===== src/rtl/dmt_pkg.sv =====
package dmt_pkg;

    parameter int unsigned DMT_CNT_W = 32;

    typedef enum logic {
        SRC_BUS = 1'b0,
        SRC_EXT = 1'b1
    } tick_src_e;

endpackage


===== src/rtl/dmt_tick_mux.sv =====
module dmt_tick_mux
    import dmt_pkg::*;
(
    input  tick_src_e sel,
    input  logic      tick_bus,
    input  logic      tick_ext,
    output logic      tick
);

    always_comb begin
        tick = (sel == SRC_EXT) ? tick_ext : tick_bus;
    end

endmodule


===== src/rtl/dmt_down_step.sv =====
module dmt_down_step #(
    parameter int unsigned W = 32
) (
    input  logic [W-1:0] cur,
    input  logic [W-1:0] reload,
    output logic [W-1:0] nxt
);

    localparam logic [W-1:0] ONE = W'(1);

    always_comb begin
        nxt = (cur == '0) ? reload : (cur - ONE);
    end

endmodule


===== src/rtl/dmt_match_eval.sv =====
module dmt_match_eval #(
    parameter int unsigned W = 32
) (
    input  logic [W-1:0] nxt,
    input  logic [W-1:0] match1,
    input  logic [W-1:0] match2,
    input  logic         ovf_en,
    output logic         hit
);

    logic at_zero;
    logic on_match;
    logic zero_fire;

    always_comb begin
        at_zero   = (nxt == '0);
        on_match  = !at_zero && ((nxt == match1) || (nxt == match2));
        zero_fire = at_zero && (ovf_en || (match1 == '0) || (match2 == '0));
        hit       = on_match || zero_fire;
    end

endmodule


===== src/rtl/dmatch_timer.sv =====
module dmatch_timer #(
    parameter int unsigned CNT_W = dmt_pkg::DMT_CNT_W
) (
    input  logic             clk,
    input  logic             rst_n,
    input  logic             enable,
    input  logic             clk_sel,
    input  logic             ovf_irq_en,
    input  logic             tick_bus,
    input  logic             tick_ext,
    input  logic             reload_we,
    input  logic [CNT_W-1:0] reload_wd,
    input  logic             match1_we,
    input  logic [CNT_W-1:0] match1_wd,
    input  logic             match2_we,
    input  logic [CNT_W-1:0] match2_wd,
    input  logic             count_we,
    input  logic [CNT_W-1:0] count_wd,
    output logic [CNT_W-1:0] count,
    output logic             irq_level
);

    typedef struct packed {
        logic [CNT_W-1:0] cnt;
        logic [CNT_W-1:0] reload;
        logic [CNT_W-1:0] m1;
        logic [CNT_W-1:0] m2;
        logic             irq;
        logic             en_q;
    } tmr_state_t;

    tmr_state_t st_d, st_q;

    logic             tick;
    logic [CNT_W-1:0] step_nxt;
    logic             evt_hit;
    logic             restart_wr;

    dmt_tick_mux u_tick (
        .sel      (dmt_pkg::tick_src_e'(clk_sel)),
        .tick_bus (tick_bus),
        .tick_ext (tick_ext),
        .tick     (tick)
    );

    dmt_down_step #(.W(CNT_W)) u_step (
        .cur    (st_q.cnt),
        .reload (st_q.reload),
        .nxt    (step_nxt)
    );

    dmt_match_eval #(.W(CNT_W)) u_eval (
        .nxt    (step_nxt),
        .match1 (st_q.m1),
        .match2 (st_q.m2),
        .ovf_en (ovf_irq_en),
        .hit    (evt_hit)
    );

    always_comb begin
        st_d       = st_q;
        st_d.en_q  = enable;
        restart_wr = reload_we && (st_q.reload == '0) && (reload_wd != '0);

        if (reload_we) st_d.reload = reload_wd;
        if (match1_we) st_d.m1     = match1_wd;
        if (match2_we) st_d.m2     = match2_wd;

        if (enable) begin
            if (!st_q.en_q) begin
                st_d.cnt = st_q.reload;
            end else if (count_we) begin
                st_d.cnt = count_wd;
            end else if (restart_wr) begin
                st_d.cnt = reload_wd;
            end else if (tick && (st_q.reload != '0)) begin
                st_d.cnt = step_nxt;
                if (evt_hit) st_d.irq = ~st_q.irq;
            end
        end
    end

    always_ff @(posedge clk) begin
        if (!rst_n) begin
            st_q <= '0;
        end else begin
            st_q <= st_d;
        end
    end

    assign count     = st_q.cnt;
    assign irq_level = st_q.irq;

endmodule


===== config.mk =====
export PLATFORM = sky130hd
export DESIGN_NAME = dmatch_timer
export DESIGN_NICKNAME = d
export VERILOG_FILES = /design/src/rtl/dmt_pkg.sv /design/src/rtl/dmt_tick_mux.sv /design/src/rtl/dmt_down_step.sv /design/src/rtl/dmt_match_eval.sv /design/src/rtl/dmatch_timer.sv
export SDC_FILE = /design/constraint.sdc
export NUM_CORES = 1
export LEC_CHECK = 0
export ABC_AREA = 1
export ABC_CLOCK_PERIOD_IN_PS = 2500
export BUFFER_PORTS_ARGS = -buffer_cell sky130_fd_sc_hd__buf_2
export CORE_MARGIN = 1.5
export CORE_UTILIZATION = 30
export CTS_CLUSTER_DIAMETER = 50
export DETAILED_ROUTE_END_ITERATION = 10
export GPL_ROUTABILITY_DRIVEN = 0
export GPL_TIMING_DRIVEN = 0
export PLACE_DENSITY = 0.55
export SLEW_MARGIN = 10
export SYNTH_ARGS = -nofsm -noshare
export SYNTH_HDL_FRONTEND = slang
export SYNTH_SLANG_ARGS = --single-unit

===== constraint.sdc =====
create_clock -name clk -period 2.5 [get_ports clk]
set_clock_uncertainty 0.1 [all_clocks]
set_input_delay 0.25 -clock clk [delete_from_list [all_inputs] [get_ports clk]]
set_output_delay 0.25 -clock clk [all_outputs]
set_load 0.05 [all_outputs]

==> results of run 1 <==
## flip-flops by register name, indices dropped and copies added, names as in the netlist
signal     flops
irq_level      1
count         32
st_q          97
## worst max-delay path: stages, from the launching register on
cell      delay (ns)
dfxtp_4         0.36
inv_6           0.08
ha_4            0.15
nand2_4         0.05
nor2_4          0.14
nand2_2         0.08
nor2_4          0.15
nand2_4         0.14
buf_12          0.19
nand2_8         0.08
nand2_8         0.08
clkinv_4        0.06
nand3_2         0.05
nor2_2          0.19
nand3_1         0.10
nor2_1          0.12
nand3_1         0.11
nand2_1         0.09
inv_1           0.06
nand3_2         0.06
nand2_1         0.04
nor2_1          0.10
## per-layer routing
| layer | wire [um] | share of wire | GRT usage |
|---|---|---|---|
| met1 | 17200 | 0.43 | 0.349 |
| met2 | 17600 | 0.44 | 0.408 |
| met3 | 3310 | 0.083 | 0.0416 |
| met4 | 1790 | 0.045 | 0.128 |
| met5 | 0 | 0 | 0 |
## timing repair
| action | 4_1_cts | 5_1_grt |
|---|---|---|
| gates cloned | 2 | 0 |
| resized for setup | 226 | 58 |
| endpoints found under the hold margin | 11 | 0 |
| pin swaps | 59 | 35 |
| buffers inserted | 49 | 6 |
| hold buffers | 11 | 0 |
| endpoints found under the setup margin | 33 | 31 |
## per-stage QoR
| step | area (um2) | setup TNS [ns] |
|---|---|---|
| finish | 12100 | -0.196 |
| global route | 12100 | -1.72 |
| CTS | 11900 | -0.285 |
| detailed placement | 9960 | -22.87 |
| global placement | 9960 | -23.68 |
| floorplan | 8640 | 0 |
## power by group through the flow
stage               clock network, mW  registers, mW  logic, mW
finish                           2.76           2.41       2.28
global route                     2.87           2.43       2.46
CTS                              2.78           2.40       2.16
detailed placement                  0           2.43       1.81
global placement                    0           2.43       1.81
floorplan                           0           2.37       1.21
## placed cells by master, fill, tap and decap left out, drive strengths merged, types with 3 or more instances in the layout
cell type / Yosys / routed
nand3: 114 / 114
o21ai: 200 / 200
a21oi: 173 / 173
inv: 145 / 147
clkbuf: 51 / 72
bufinv: 0 / 4
clkinv: 7 / 6
o22ai: 3 / 3
nor3: 4 / 4
dfxtp: 130 / 130
nand2: 305 / 305
dlygate4sd3: 0 / 11
o211ai: 9 / 9
buf: 44 / 273
clkinvlp: 0 / 3
nand3b: 4 / 4
nand4: 37 / 37
nor4: 19 / 19
xor2: 9 / 9
xnor2: 3 / 3
nor2: 128 / 129
## synthesized netlist by cell type, types with 6 or more instances
cell type,count,share of area
nand4_1,37,0.027
nand2_4,8,0.010
inv_1,140,0.061
nand2_2,18,0.013
dfxtp_1,130,0.30
nand3_1,112,0.065
clkinv_1,6,0.0026
a21oi_1,173,0.10
o211ai_1,9,0.0078
nor2_2,7,0.0051
o21ai_0,197,0.11
nor4_1,19,0.014
xor2_1,9,0.0091
clkbuf_1,51,0.022
nand2_1,279,0.12
nor2_1,115,0.050
buf_4,34,0.030
## worst paths after layout
kind,start,end,slack (ns),cells after the start
setup / recovery,count[0],irq_level,-0.17,21
hold / removal,match2_wd[26],st_q[28],-0.002,3
setup reg to reg,count[0],irq_level,-0.17,21
hold reg to reg,st_q[58],st_q[58],0.40,2
## layout make-up
class | count | area (um2) | area share
Buffer | 95 | 586 | 0.0482
Clock buffer | 24 | 502 | 0.0413
Clock inverter | 8 | 148 | 0.0122
Inverter | 152 | 591 | 0.0486
Multi-Input combinational cell | 1020 | 5730 | 0.471
Sequential cell | 130 | 2670 | 0.220
Tap cell | 378 | 473 | 0.0389
Timing Repair Buffer | 237 | 1450 | 0.119
## kinds of logic (layout without fill, tap and decap cells)
group	count (synthesis)	after routing	share of synthesized area
and+or+nand+nor	615	616	0.326
AOI/OAI and AO/OA	389	389	0.230
buffers and inverters	247	516	0.127
DFF	130	130	0.301
xor gates and xnor gates	12	12	0.0122
adders and majority gates	2	2	0.00290
muxes	1	1	0.00116
==> impl_metrics.py, run 1 <==
metrics = {
    "detailed_routing": {
        "wl_um": 39800,
        "drc_errors": 0,
        "routedWlPerCell_um": 19.5,
        "drtIter0Drc": 1172,
        "vias": 10800,
        "final_antenna_net_count": 0,
        "dr.pass1.iters": 7,
        "routed_via_density": 5.26,
    },
    "run_status": {
        "violations": "hold timing, setup timing",
        "status": "finished, violations left",
    },
    "logic_synthesis": {
        "yosysWarnings": 0,
        "avgSynthCellArea_um2": 6.19,
        "synthCells": 1396,
        "post_synth_instance_area_um2": 8640,
        "ys_seq_elements": 130,
        "synth_nets": 1537,
        "yosysUniqueCellTypes": 42,
        "yosysSeqAreaShare": 0.301,
        "async_flop_share": 0,
        "synth_edf_count": 0,
        "synth_ff_type": "dfxtp_1",
    },
    "timing": {
        "final.setup.worst_slack_ns": -0.167,
        "maxSlewViolCount": 0,
        "rsz0062_at_grt": "yes",
        "worst_hold_slack_ns": -0.00206,
        "period_minus_slack_ns": 2.67,
        "finalSetupViolCount": 2,
        "max_freq_mhz": 375,
        "relSlewSlack": 0.537,
        "period_share": 1.07,
        "tightest_slew_ns": 0.687,
        "finalHoldViolations": 1,
    },
    "clock_network": {
        "cts_tree": "built",
        "cts_max_level": 4,
        "clock-sinks": 130,
        "cts_buffers": 17,
        "cts_buffer_depth": 2,
        "path_clk_slew_ns": 0.06,
        "insertion_delay_ns": 0.43,
        "clock-root-buffer": "clkbuf_16",
    },
    "die": {
        "start_util": 0.308,
        "die_w_um": 173,
        "rows": 61,
        "io_pins": 172,
        "core-area_um2": 28100,
        "die_h_um": 173,
        "dieArea_um2": 29800,
    },
    "pwr": {
        "p_seq_frac": 0.323,
        "power.share.clock": 0.371,
        "combPwrFrac": 0.306,
        "p_sw_mw": 2.61,
        "leakagePower_nw": 5.46,
        "total_power_mw": 7.45,
        "swShare": 0.351,
        "power.density_nw_per_um2": 614,
        "intPower_mw": 4.84,
        "irDropWorstVdd_uv": 524,
    },
    "job": {
        "cap_violations": 0,
    },
    "critical_path": {
        "critPathRequiredTime_ns": 2.77,
        "crit_path_max_fanout": 6,
        "crit_path_start_kind": "flop",
        "cp-end-kind": "flop",
        "crit_type": "reg -> reg",
        "crit_arrival_ns": 2.94,
    },
    "global_routing": {
        "grt_overflow": 0,
        "grt_pass1_vias": 10000,
        "antenna_found_initial": 0,
        "grt_pass1_wl_um": 59400,
        "grt_max_degree": 17,
        "grt_usage": 0.261,
    },
    "finish": {
        "final_cells": 2044,
        "n_antenna_cell": 0,
        "fill_cells": 3046,
        "syn2layout_area_growth_pct": 40.6,
        "utilization": 0.433,
        "drive_gt1_frac": 0.312,
        "nets": 1794,
    },
    "placement": {
        "dp.final_hpwl_um": 31600,
        "dp_cells": 1944,
        "pre_cts_slack_ns": -0.778,
        "portBuffers": 170,
    },
    "worst_hold_path": {
        "hp-class": "in -> reg",
    },
}
Note: power is estimated with default switching activity, not from simulation.
==> run 2: changes to the inputs <==
==> constraint.sdc (replaced) <==
create_clock -name clk -period 2.5 [get_ports clk]
set_clock_uncertainty 0.1 [all_clocks]
set_input_delay 0.5 -clock clk [delete_from_list [all_inputs] [get_ports clk]]
set_output_delay 0.5 -clock clk [all_outputs]
set_load 0.05 [all_outputs]
==> run 2 against run 1 <==
  * The run ends with setup timing left
  * Sequential share of layout area increased by 0.15 points
  * Sequential power about the same
  * Clock power about the same
  * Critical endpoint unchanged
==> impl_metrics.py, run 2 (synthesized netlist as in run 1, its figures left out) <==
metrics = {
    "run_status": {
        "status": "finished, violations left",
        "violations": "setup timing",
    },
    "placement": {
        "pre_cts_slack_ns": -1.03,
        "dp.final_hpwl_um": 31600,
        "portBuffers": 170,
    },
    "pwr": {
        "swShare": 0.352,
        "intPower_mw": 4.83,
        "irDropWorstVdd_uv": 536,
        "power.share.clock": 0.372,
        "p_sw_mw": 2.62,
        "leakagePower_nw": 5.42,
        "p_seq_frac": 0.323,
        "combPwrFrac": 0.305,
        "power.density_nw_per_um2": 617,
    },
    "detailed_routing": {
        "drtIter0Drc": 1183,
        "routedWlPerCell_um": 19.6,
        "routed_via_density": 5.25,
        "final_antenna_net_count": 0,
        "wl_um": 39800,
        "dr.pass1.iters": 6,
        "vias": 10700,
        "drc_errors": 0,
    },
    "clock_network": {
        "clock-sinks": 130,
        "insertion_delay_ns": 0.44,
        "path_clk_slew_ns": 0.06,
        "cts_buffer_depth": 2,
        "clock-root-buffer": "clkbuf_16",
        "cts_max_level": 4,
        "cts_buffers": 17,
        "cts_hold_buf": 0,
        "cts_tree": "built",
    },
    "critical_path": {
        "crit_arrival_ns": 2.94,
        "crit_start": "count[0]",
        "cp-end-kind": "flop",
        "crit_path_max_fanout": 6,
        "crit_type": "reg -> reg",
        "critPathRequiredTime_ns": 2.78,
        "r2r_start": "count[0]",
        "crit_path_start_kind": "flop",
    },
    "die": {
        "core-area_um2": 28100,
        "io_pins": 172,
        "rows": 61,
        "die_w_um": 173,
        "die_h_um": 173,
        "dieArea_um2": 29800,
        "start_util": 0.308,
    },
    "job": {
        "cap_violations": 0,
    },
    "timing": {
        "final.setup.worst_slack_ns": -0.164,
        "maxSlewViolCount": 0,
        "finalHoldViolations": 0,
        "finalSetupViolCount": 2,
        "period_share": 1.07,
        "relSlewSlack": 0.565,
        "setup_tns_ns": -0.184,
        "tightest_slew_ns": 0.653,
        "rsz0062_at_grt": "yes",
        "max_freq_mhz": 375,
        "period_minus_slack_ns": 2.66,
    },
    "global_routing": {
        "antenna_found_initial": 0,
        "grt_usage": 0.261,
        "grt_pass1_vias": 9957,
        "grt_max_degree": 17,
        "grt_overflow": 0,
        "grt_pass1_wl_um": 59200,
    },
    "finish": {
        "n_antenna_cell": 0,
        "mostFrequentLayoutCells": "nand2_1 (217), o21ai_0 (194), buf_2 (173)",
        "utilization": 0.430,
        "nets": 1783,
        "drive_gt1_frac": 0.315,
        "largest_reg_flops": 97,
        "syn2layout_area_growth_pct": 39.7,
        "largest-register": "st_q",
        "mostFrequentLayoutCell": "nand2_1",
    },
    "worst_hold_path": {
        "min_from": "enable",
        "hp-class": "in -> reg",
    },
}
==> run 2: changes by cell type in the layout (fill, tap and decap cells not counted) <==
cell | previous run | this run
nor4_4 | 3 | 5
nor4_1 | 14 | 12
dlygate4sd3_1 | 11 | 0
==> run 2: layout make-up <==
| class | count | area, um2 |
|---|---|---|
| timing repair buffer | 226 | 1340 |
| multi-input combinational | 1020 | 5760 |
| inverter | 152 | 591 |
| fill | 3048 | 16000 |
| clock inverter | 8 | 148 |
| sequential | 130 | 2670 |
| clock buffer | 24 | 502 |
| tap | 378 | 473 |
| buffer | 95 | 586 |
==> run 2: path summary, 6_finish.rpt <==
kind	cells past startpoint	to	slack, ns
hold reg to reg	2	st_q[64]	0.40
setup / recovery	21	irq_level	-0.16
hold / removal	3	st_q[0]	0.22
setup reg to reg	21	irq_level	-0.16
==> run 2: metal layers <==
layer  wire length (um)  GRT usage  up-vias
met5                  0          0        -
met4               1820      0.121        0
met3               3460     0.0418      104
met2              17400      0.410      551
met1              17100      0.349     4868
li1                   -          -     5146
==> run 2: repair_timing <==
| action | CTS | global route |
|---|---|---|
| cloned | 2 | 0 |
| pin swaps | 59 | 35 |
| setup endpoints to repair | 33 | 31 |
| setup buffers | 49 | 6 |
| gates resized for setup | 229 | 59 |
==> run 2: worst max-delay path, stage by stage (launching register included) <==
cell	delay, ns
dfxtp_4	0.36
inv_6	0.08
ha_4	0.15
nand2_4	0.05
nor2_4	0.14
nand2_2	0.08
nor2_4	0.15
nand2_4	0.14
buf_12	0.19
nand2_8	0.08
nand2_8	0.08
clkinv_4	0.06
nand3_2	0.05
nor2_2	0.19
nand3_1	0.10
nor2_1	0.12
nand3_1	0.11
nand2_1	0.09
inv_1	0.06
nand3_2	0.06
nand2_1	0.04
nor2_1	0.10
==> run 2: metrics by stage <==
step	hold WS (ns)	instance area, um2	total power, mW	instances
4_1_cts	0.213	11800	7.32	2027
2_1_floorplan	0.351	8640	3.58	1396
3_5_place_dp	0.376	9960	4.25	1944
6_report	0.216	12100	7.45	2033
3_3_place_gp	0.370	9960	4.24	1944
5_1_grt	0.230	12100	7.74	2033
==> run 2: power by group through the flow <==
stage / Clock (mW) / Sequential [mW] / Combinational [mW]
after floorplan: 0 / 2.37 / 1.21
after global placement: 0 / 2.43 / 1.81
after detailed placement: 0 / 2.43 / 1.81
after CTS: 2.78 / 2.40 / 2.15
after global routing: 2.87 / 2.43 / 2.45
final: 2.77 / 2.41 / 2.27
==> run 3: changes to the inputs <==
- CORE_ASPECT_RATIO: not set -> 0.5
==> run 3 against run 2 <==
  * The flow still finishes with violations (setup timing)
  * Count of clock-buffer cells in the layout shrank 6
  * Design area grew 1.9%
  * Sequential share of layout area is 0.40 points lower
  * Critical path type unchanged
  * Non-clock buffer count is 1 lower
  * Register-to-register slack gained 0.02 ns
  * Total power grew 0.22%
  * Critical endpoint unchanged
  * Via count up 1.1%
==> impl_metrics.py, run 3 (synthesized netlist as in run 1, its figures left out) <==
metrics = {
    "timing": {
        "period_share": 1.06,
        "relSlewSlack": 0.472,
        "max_freq_mhz": 378,
        "maxSlewViolCount": 0,
        "worst_hold_slack_ns": 0.211,
        "period_minus_slack_ns": 2.64,
        "tightest_slew_ns": 0.792,
        "finalHoldViolations": 0,
        "rsz0062_at_grt": "yes",
        "finalSetupViolCount": 1,
        "setup_tns_ns": -0.144,
        "final.setup.worst_slack_ns": -0.144,
    },
    "pwr": {
        "total_power_mw": 7.47,
        "power.density_nw_per_um2": 607,
        "irDropWorstVdd_uv": 520,
        "leakagePower_nw": 5.42,
    },
    "finish": {
        "drive_gt1_frac": 0.327,
        "mostFrequentLayoutCells": "nand2_1 (216), buf_2 (172), a21oi_1 (170)",
        "largest-register": "st_q",
        "nets": 1781,
        "largest_reg_flops": 97,
        "syn2layout_area_growth_pct": 42.3,
        "mostFrequentLayoutCell": "nand2_1",
    },
    "die": {
        "dieArea_um2": 29900,
        "die_h_um": 123,
        "core-area_um2": 28000,
        "rows": 43,
        "start_util": 0.308,
        "io_pins": 172,
        "die_w_um": 243,
    },
    "placement": {
        "portBuffers": 170,
        "dp.final_hpwl_um": 32300,
        "pre_cts_slack_ns": -0.817,
    },
    "detailed_routing": {
        "vias": 10800,
        "routedWlPerCell_um": 20.2,
        "final_antenna_net_count": 0,
        "dr.pass1.iters": 6,
        "drtIter0Drc": 1485,
        "routed_via_density": 5.30,
        "wl_um": 41100,
        "drc_errors": 0,
    },
    "run_status": {
        "violations": "setup timing",
        "status": "finished, violations left",
    },
    "critical_path": {
        "regToRegEndpoint": "irq_level",
        "worst-path-buf-inv": 3,
        "crit_family": "simple AND/OR/NAND/NOR gates",
        "crit_type": "reg -> reg",
        "crit_arrival_ns": 2.90,
        "cp_cell_sequence": "inv_4, ha_4, nand2_2, nor2_4, nand2_2, nor2_4, nand2_8, buf_4, buf_6, nand3_2, nand2_2, a22oi_1, nand3_1, nor2_1, nand2_1, nand3_2, nand3_2, nand2_1, nor2_1",
        "critPathRequiredTime_ns": 2.75,
        "crit_path_max_fanout": 10,
        "reg2reg_slack_ns": -0.14,
        "slowest_stage": "dfxtp_4",
        "cpPeakStageDelay_ns": 0.36,
        "reg2reg_depth": 19,
        "crit_path_start_kind": "flop",
        "cp-end-kind": "flop",
        "r2r_start": "count[1]",
    },
    "worst_hold_path": {
        "holdPathEnd": "st_q[92]",
        "min_from": "reload_wd[26]",
        "hold_depth": 3,
        "hp-class": "in -> reg",
    },
    "clock_network": {
        "cts_buffers": 17,
        "cts_max_level": 4,
        "clock-sinks": 130,
        "clock-root-buffer": "clkbuf_16",
        "cts_hold_buf": 0,
        "cts_buffer_depth": 2,
        "insertion_delay_ns": 0.45,
        "path_clk_slew_ns": 0.06,
        "cts_tree": "built",
    },
    "global_routing": {
        "grt_max_degree": 20,
        "grt_usage": 0.271,
        "antenna_found_initial": 0,
        "grt_pass1_vias": 9892,
        "grt_pass1_wl_um": 60000,
        "grt_overflow": 0,
    },
    "job": {
        "cap_violations": 0,
    },
}
-- run 3: cell count changes in the layout (fill, tap and decap cells not counted), sizes merged, moves of 3 or more --
cell / previous run / this run
buf: 273 / 276
clkinv: 6 / 10
inv: 147 / 150
clkbuf: 72 / 61
-- run 3: per-layer routing --
layer  wire (um)  vias to the layer above  GRT usage
met1       18100                     5008      0.363
met4        1190                        0     0.0897
met5           0                        -          0
met3        4310                       79     0.0853
met2       17500                      545      0.414
li1            -                     5150          -
-- run 3: worst max path at each step --
| stage | endpoint | start | cells after the start |
|---|---|---|---|
| 5_1_grt | irq_level | count[1] | 21 |
| 6_report | irq_level | count[1] | 19 |
| 3_5_place_dp | count[3] | reload_wd[1] | 11 |
| 2_1_floorplan | count[18] | reload_wd[13] | 10 |
| 3_3_place_gp | count[6] | reload_wd[1] | 11 |
| 4_1_cts | irq_level | count[1] | 21 |
-- run 3: layout make-up --
type	instances	area, um2
multi-input cells	1019	5960
well taps	382	478
plain buffers	94	611
diodes	1	2.50
clock buffers	18	429
inverters	152	602
fillers	2902	15700
flip-flops and latches	130	2670
clock inverters	14	178
repair buffers	226	1360
-- run 3: per-stage QoR --
stage | instance area [um2] | instances | utilization
after global routing | 12300 | 2035 | 0.439
final | 12300 | 2036 | 0.439
after global placement | 9970 | 1948 | 0.356
after floorplan | 8640 | 1396 | -
after detailed placement | 9970 | 1948 | 0.356
after CTS | 12100 | 2030 | 0.431
-- run 3: power by group --
group	switching, mW	total, mW	internal, mW
sequential	0.191	2.42	2.23
clock	1.09	2.67	1.58
combinational	1.55	2.38	0.829
-- run 3: worst min-delay path, stage by stage --
cell and delay (ns):
buf_2 0.10, nor2_1 0.05, nor2_1 0.08
-- run 3: what timing repair did --
item / in CTS / in global routing
cloned: 5 / 0
buffers inserted: 46 / 5
endpoints found under the setup margin: 33 / 33
pin swaps: 62 / 20
gates resized for setup: 282 / 110
